**src/rtl/sr_seq_pkg.sv**
```systemverilog
package sr_seq_pkg;

  typedef enum logic [1:0] {
    OP_IDLE   = 2'd0,
    OP_STORE  = 2'd1,
    OP_RECALL = 2'd2
  } opState_e;

  // Strobes from control to datapath
  typedef struct packed {
    logic seqClr;
    logic seqAdv;
    logic seqRestart;
    logic loadStore;
    logic loadRecall;
    logic cntDec;
  } seqStrobe_t;

  // Conditions from datapath to control
  typedef struct packed {
    logic rdEvt;
    logic wrEvt;
    logic vccRise;
    logic addrIsNext;
    logic addrIsFirst;
    logic atFinal;
    logic isStoreCode;
    logic isRecallCode;
    logic cntZero;
  } seqStatus_t;

endpackage

```
**src/rtl/sr_seq_dp.sv**
```systemverilog
module sr_seq_dp
  import sr_seq_pkg::*;
#(
  parameter int ADDR_W        = 13,
  parameter int SEQ_LEN       = 6,
  parameter logic [(SEQ_LEN-1)*ADDR_W-1:0] PREFIX = '0,
  parameter logic [ADDR_W-1:0] STORE_CODE  = '0,
  parameter logic [ADDR_W-1:0] RECALL_CODE = '0,
  parameter int STORE_CYCLES  = 500000,
  parameter int RECALL_CYCLES = 1000,
  localparam int STEP_W  = $clog2(SEQ_LEN),
  localparam int CNT_MAX = (STORE_CYCLES > RECALL_CYCLES) ? STORE_CYCLES : RECALL_CYCLES,
  localparam int CNT_W   = $clog2(CNT_MAX + 1)
) (
  input  logic              clk,
  input  logic              rst_n,
  input  logic              ceN,
  input  logic              weN,
  input  logic [ADDR_W-1:0] addr,
  input  logic              vccOk,
  input  seqStrobe_t        stb,
  output seqStatus_t        stat,
  output logic [STEP_W-1:0] seqStep
);

  logic             cePrev;
  logic             vccPrev;
  logic [CNT_W-1:0] cnt;
  logic [SEQ_LEN-2:0] hitVec;

  // One comparator per prefix position, enabled only at its own step
  for (genvar g = 0; g < SEQ_LEN - 1; g++) begin : gKey
    assign hitVec[g] = (seqStep == STEP_W'(g)) &&
                       (addr == PREFIX[g*ADDR_W +: ADDR_W]);
  end

  always_comb begin
    stat.rdEvt        = cePrev && !ceN && weN;
    stat.wrEvt        = !ceN && !weN;
    stat.vccRise      = vccOk && !vccPrev;
    stat.addrIsNext   = |hitVec;
    stat.addrIsFirst  = (addr == PREFIX[ADDR_W-1:0]);
    stat.atFinal      = (seqStep == STEP_W'(SEQ_LEN - 1));
    stat.isStoreCode  = (addr == STORE_CODE);
    stat.isRecallCode = (addr == RECALL_CODE);
    stat.cntZero      = (cnt == '0);
  end

  always_ff @(posedge clk or negedge rst_n) begin
    if (!rst_n) begin
      cePrev  <= 1'b1;
      vccPrev <= 1'b0;
      seqStep <= '0;
      cnt     <= '0;
    end else begin
      cePrev  <= ceN;
      vccPrev <= vccOk;
      if (stb.seqClr)          seqStep <= '0;
      else if (stb.seqRestart) seqStep <= STEP_W'(1);
      else if (stb.seqAdv)     seqStep <= seqStep + STEP_W'(1);
      if (stb.loadStore)       cnt <= CNT_W'(STORE_CYCLES - 1);
      else if (stb.loadRecall) cnt <= CNT_W'(RECALL_CYCLES - 1);
      else if (stb.cntDec)     cnt <= cnt - CNT_W'(1);
    end
  end

endmodule

```
**src/rtl/sr_seq_fsm.sv**
```systemverilog
module sr_seq_fsm
  import sr_seq_pkg::*;
(
  input  logic       clk,
  input  logic       rst_n,
  input  logic       vccOk,
  input  seqStatus_t stat,
  output seqStrobe_t stb,
  output logic       busy,
  output logic       storeStart,
  output logic       recallStart,
  output logic       opDone,
  output logic       opAborted
);

  opState_e state, nxt;
  logic goStore, goRecall, fin, abt;

  always_comb begin
    stb      = '0;
    nxt      = state;
    goStore  = 1'b0;
    goRecall = 1'b0;
    fin      = 1'b0;
    abt      = 1'b0;
    unique case (state)
      OP_IDLE: begin
        if (stat.vccRise) begin
          stb.seqClr = 1'b1; stb.loadRecall = 1'b1;
          goRecall = 1'b1; nxt = OP_RECALL;
        end else if (!vccOk || stat.wrEvt) begin
          stb.seqClr = 1'b1;
        end else if (stat.rdEvt) begin
          if (stat.atFinal) begin
            if (stat.isStoreCode) begin
              stb.seqClr = 1'b1; stb.loadStore = 1'b1;
              goStore = 1'b1; nxt = OP_STORE;
            end else if (stat.isRecallCode) begin
              stb.seqClr = 1'b1; stb.loadRecall = 1'b1;
              goRecall = 1'b1; nxt = OP_RECALL;
            end else if (stat.addrIsFirst) begin
              stb.seqRestart = 1'b1;
            end else begin
              stb.seqClr = 1'b1;
            end
          end else if (stat.addrIsNext) begin
            stb.seqAdv = 1'b1;
          end else if (stat.addrIsFirst) begin
            stb.seqRestart = 1'b1;
          end else begin
            stb.seqClr = 1'b1;
          end
        end
      end
      OP_STORE: begin
        stb.seqClr = 1'b1;
        if (!vccOk) begin
          abt = 1'b1; nxt = OP_IDLE;
        end else if (stat.cntZero) begin
          fin = 1'b1; nxt = OP_IDLE;
        end else begin
          stb.cntDec = 1'b1;
        end
      end
      OP_RECALL: begin
        stb.seqClr = 1'b1;
        if (stat.cntZero) begin
          fin = 1'b1; nxt = OP_IDLE;
        end else begin
          stb.cntDec = 1'b1;
        end
      end
      default: nxt = OP_IDLE;
    endcase
  end

  always_ff @(posedge clk or negedge rst_n) begin
    if (!rst_n) begin
      state       <= OP_IDLE;
      storeStart  <= 1'b0;
      recallStart <= 1'b0;
      opDone      <= 1'b0;
      opAborted   <= 1'b0;
    end else begin
      state       <= nxt;
      storeStart  <= goStore;
      recallStart <= goRecall;
      opDone      <= fin;
      opAborted   <= abt;
    end
  end

  assign busy = (state != OP_IDLE);

endmodule

```
**src/rtl/sr_seq_ctrl.sv**
```systemverilog
module sr_seq_ctrl
  import sr_seq_pkg::*;
#(
  parameter int ADDR_W        = 13,
  parameter int SEQ_LEN       = 6,
  // Entry 0 (the first address of the sequence) sits in the lowest ADDR_W bits
  parameter logic [(SEQ_LEN-1)*ADDR_W-1:0] PREFIX =
    {13'h00FF, 13'h1CCC, 13'h0333, 13'h15AA, 13'h0A55},
  parameter logic [ADDR_W-1:0] STORE_CODE  = 13'h1F00,
  parameter logic [ADDR_W-1:0] RECALL_CODE = 13'h0E0E,
  parameter int STORE_CYCLES  = 500000,
  parameter int RECALL_CYCLES = 1000,
  localparam int STEP_W = $clog2(SEQ_LEN)
) (
  input  logic              clk,
  input  logic              rst_n,
  input  logic              ce_n,
  input  logic              we_n,
  input  logic              oe_n,
  input  logic [ADDR_W-1:0] addr,
  input  logic              vcc_ok,
  output logic              busy,
  output logic              store_start,
  output logic              recall_start,
  output logic              op_done,
  output logic              op_aborted
);

  seqStrobe_t        stb;
  seqStatus_t        stat;
  logic [STEP_W-1:0] seqStep;

  sr_seq_dp #(
    .ADDR_W(ADDR_W), .SEQ_LEN(SEQ_LEN), .PREFIX(PREFIX),
    .STORE_CODE(STORE_CODE), .RECALL_CODE(RECALL_CODE),
    .STORE_CYCLES(STORE_CYCLES), .RECALL_CYCLES(RECALL_CYCLES)
  ) uDp (
    .clk(clk), .rst_n(rst_n), .ceN(ce_n), .weN(we_n), .addr(addr),
    .vccOk(vcc_ok), .stb(stb), .stat(stat), .seqStep(seqStep)
  );

  sr_seq_fsm uFsm (
    .clk(clk), .rst_n(rst_n), .vccOk(vcc_ok), .stat(stat), .stb(stb),
    .busy(busy), .storeStart(store_start), .recallStart(recall_start),
    .opDone(op_done), .opAborted(op_aborted)
  );

endmodule

```
**config.mk**
```make
export PLATFORM = sky130hd
export DESIGN_NAME = sr_seq_ctrl
export DESIGN_NICKNAME = d
export VERILOG_FILES = /design/src/rtl/sr_seq_pkg.sv /design/src/rtl/sr_seq_dp.sv /design/src/rtl/sr_seq_fsm.sv /design/src/rtl/sr_seq_ctrl.sv
export SDC_FILE = /design/constraint.sdc
export NUM_CORES = 1
export LEC_CHECK = 0
export BUFFER_PORTS_ARGS = -buffer_cell sky130_fd_sc_hd__clkbuf_2
export CORE_MARGIN = 2
export CORE_UTILIZATION = 40
export CTS_BUF_LIST = sky130_fd_sc_hd__clkbuf_8 sky130_fd_sc_hd__clkbuf_16
export DETAILED_ROUTE_END_ITERATION = 8
export GPL_TIMING_DRIVEN = 0
export HOLD_SLACK_MARGIN = 0.12
export PLACE_DENSITY = 0.58
export SYNTH_ARGS = -nofsm -noshare
export SYNTH_HDL_FRONTEND = slang
export SYNTH_SLANG_ARGS = --single-unit
```
**constraint.sdc**
```tcl
create_clock -name clk -period 4.9 [get_ports clk]
set_input_delay 0 -clock clk [delete_from_list [all_inputs] [get_ports clk]]
set_output_delay 0 -clock clk [all_outputs]
set_load 0.01 [all_outputs]
```
==> run_results.csv <==
group,metric,value,unit
outcome,status,"complete, no violations",
critical_path,crit_type,"in -> reg",
final_layout,final_nets,274,
place,place.gp.congestion,0.7873,
synthesis,yosysWarnings,0,
synthesis,ys_seq_elements,30,
floorplanning,start_util,41.46,%
clock_network,root_buffer,"clkbuf_8",
detailed_routing,post_drt_wl_per_cell,14.28,um
final_layout,final_common_cell,"dfrtp_1",
sta,fmax,424.5,MHz
synthesis,synth_fp_nets,240,
place,place_ws,2540,ps
floorplanning,fp.dieW,73.97,um
critical_path,endpoint_kind,"register",
clock_network,cts.path.max_buffers,2,
clock_network,clk_latency,280,ps
job,cap_violations,0,
synthesis,synthFlopType,"dfrtp_1",
power_and_ir_drop,switching_share,35.01,%
sta,finalSetupViolCount,0,
sta,fin_crit_sh,48.07,%
power_and_ir_drop,leakagePower,1.014,nW
clock_network,cts.sinks,30,
sta,worstMarginPinSlew,762.1,ps
synthesis,syn_area_per_cell,9.280,um^2
final_layout,layout_common_cells,"dfrtp_1, clkbuf_2, nor2_1",
power_and_ir_drop,p_comb_share,29.8,%
detailed_routing,drt_iter0_markers,45,
global_routing,grt_pass1_vias,1659,
sta,drv_slew,0,
final_layout,fin_cells,313,
synthesis,synth_seq_area_share,38.40,%
global_routing,antenna_found_initial,0,
floorplanning,io_pins,24,
place,io_buffers,22,
critical_path,cp_data_arrival_time,2530,ps
global_routing,globalRouteOverflowTotal,0,
critical_path,startpoint_type,"input pin",
detailed_routing,final_antenna_net_count,0,
floorplanning,die-area,5471,um^2
final_layout,final_layout_size_suffix_gt1_share,18.70,%
clock_network,clk_pin_slew,70,ps
final_layout,syn2layout_area_growth,17.12,%
power_and_ir_drop,p_seq_share,42.8,%
clock_network,cts_setup_buffers,0,
global_routing,grtUsageTotal,18.48,%
detailed_routing,num_vias,1735,
detailed_routing,vias_per_cell,5.543,
global_routing,grt_pass1_wl,7741,um
place,dp_cells,300,
worst_hold_path,min_path_type,"in -> reg",
floorplanning,die_h,73.97,um
floorplanning,rows,25,
synthesis,ys_types,54,
floorplanning,core_area,4723,um^2
synthesis,ys_async_sr_fraction,100.0,%
sta,fin_hold_ws,136.6,ps
clock_network,htree_levels,2,
power_and_ir_drop,power.share.clock,27.5,%
sta,layout_setup_ws,2544,ps
detailed_routing,drc,0,
detailed_routing,dr.pass1.iters,4,
final_layout,antennaDiodeCount,0,
sta,relSlewSlack,49.19,%
clock_network,tritoncts,"built",
sta,setup_tns,0,ps
sta,fin_skew,6.599,ps
critical_path,critPathRequiredTime,5070,ps
sta,rsz0062_at_grt,"false",
power_and_ir_drop,intPower,483.9,uW
power_and_ir_drop,p_switching,260.7,uW
power_and_ir_drop,ir_drop,0.2366,mV
synthesis,synthCells,211,
critical_path,path_max_fanout,10,
clock_network,numCtsBuffers,5,
synthesis,synth-edff-count,0,
power_and_ir_drop,powerDensity,324.6,nW/um^2
sta,min_period,2356,ps
clock_network,cts_resized,0,
synthesis,synth_area,1958,um^2
sta,hold_viol,0,
clock_network,cts_hold_buf,5,
place,hpwlAfterDp,3340,um
global_routing,grt_max_degree,31,
detailed_routing,drt-total-wl,4469,um
==> state kept, by name, indices dropped and copies added, names as in the netlist <==
signal            flops
uDp.cnt              19
uFsm.storeStart       1
uFsm.opAborted        1
uDp.cePrev            1
uDp.seqStep           3
uFsm.state            2
uDp.vccPrev           1
uFsm.opDone           1
uFsm.recallStart      1
==> final timing paths <==
kind,start,to,slack (ps),cells past startpoint
max in group asynchronous,rst_n,uDp.seqStep[1],4090,2
hold / removal,addr[2],uFsm.state[0],140,4
min in group asynchronous,rst_n,uDp.cnt[0],320,2
hold reg to reg,uDp.cnt[16],uDp.cnt[16],520,1
setup / recovery,addr[4],uDp.cnt[9],2540,9
setup reg to reg,uDp.seqStep[1],uDp.cnt[9],2560,10
==> cells by family after synthesis <==
logic type | synth area share, %
adder cells (fa/ha/maj) | 6.390
AO/OA/AOI/OAI | 18.72
flip-flops | 38.40
buffers and inverters | 3.898
multiplexers | 1.022
AND/OR/NAND/NOR | 27.99
XOR/XNOR | 3.578
==> cell usage after synthesis, types with 3 or more instances <==
master / count / area, um^2
dfrtp_1: 29 / 725.7
xnor2_1: 6 / 52.55
nor2_1: 19 / 71.32
ha_1: 10 / 125.1
nor3b_1: 4 / 30.03
nand4_1: 8 / 50.05
nor3_1: 9 / 45.04
nor4bb_1: 3 / 30.03
nor2b_1: 4 / 25.02
o22a_1: 4 / 35.03
a21oi_1: 8 / 40.04
nand2_1: 15 / 56.30
o21ai_0: 5 / 25.02
nand3_1: 11 / 55.05
a31oi_1: 5 / 31.28
nand2b_1: 3 / 18.77
o2bb2ai_1: 3 / 26.28
nor4_1: 3 / 18.77
inv_1: 10 / 37.54
o22ai_1: 4 / 25.02
o41ai_1: 3 / 26.28
==> power by group through the flow <==
stage	logic, mW	clock network (mW)	registers [mW]
after global routing	0.249	0.221	0.326
after global placement	0.219	0	0.321
after CTS	0.225	0.212	0.318
final	0.222	0.205	0.318
after detailed placement	0.220	0	0.323
after floorplan	0.159	0	0.315
==> layer usage <==
metal / GRT usage (%) / vias up / part of all wire, %
li1: - / 865 / -
met5: 0 / - / 0
met2: 30.56 / 32 / 47
met4: 6.667 / 0 / 1.7
met3: 4.065 / 8 / 3.3
met1: 23.87 / 830 / 48
==> worst max-delay path, cell delays in order <==
cell           delay, ps
dlygate4sd3_1        530
clkbuf_2             110
nor3b_1              300
dlygate4sd3_1        610
nand3_1              100
nor3_1               330
buf_4                260
a31oi_1               50
o22a_2               230
==> layout make-up <==
class | instances | area [um^2]
fill | 452 | 2430
multi-input combinational | 165 | 1130
sequential | 30 | 752.0
timing repair buffer | 27 | 160.2
tap | 67 | 83.83
clock buffer | 6 | 82.58
buffer | 6 | 38.79
inverter | 10 | 37.54
clock inverter | 2 | 8.758
==> through the flow <==
step	instance area (um^2)	total power [mW]	utilization, %
floorplan	1958	0.4738	-
global placement	2152	0.5409	45.56
detailed placement	2152	0.5430	45.56
CTS	2293	0.7541	48.56
global route	2293	0.7955	48.56
finish	2293	0.7445	48.56
Power figures use the tool's default switching activity.
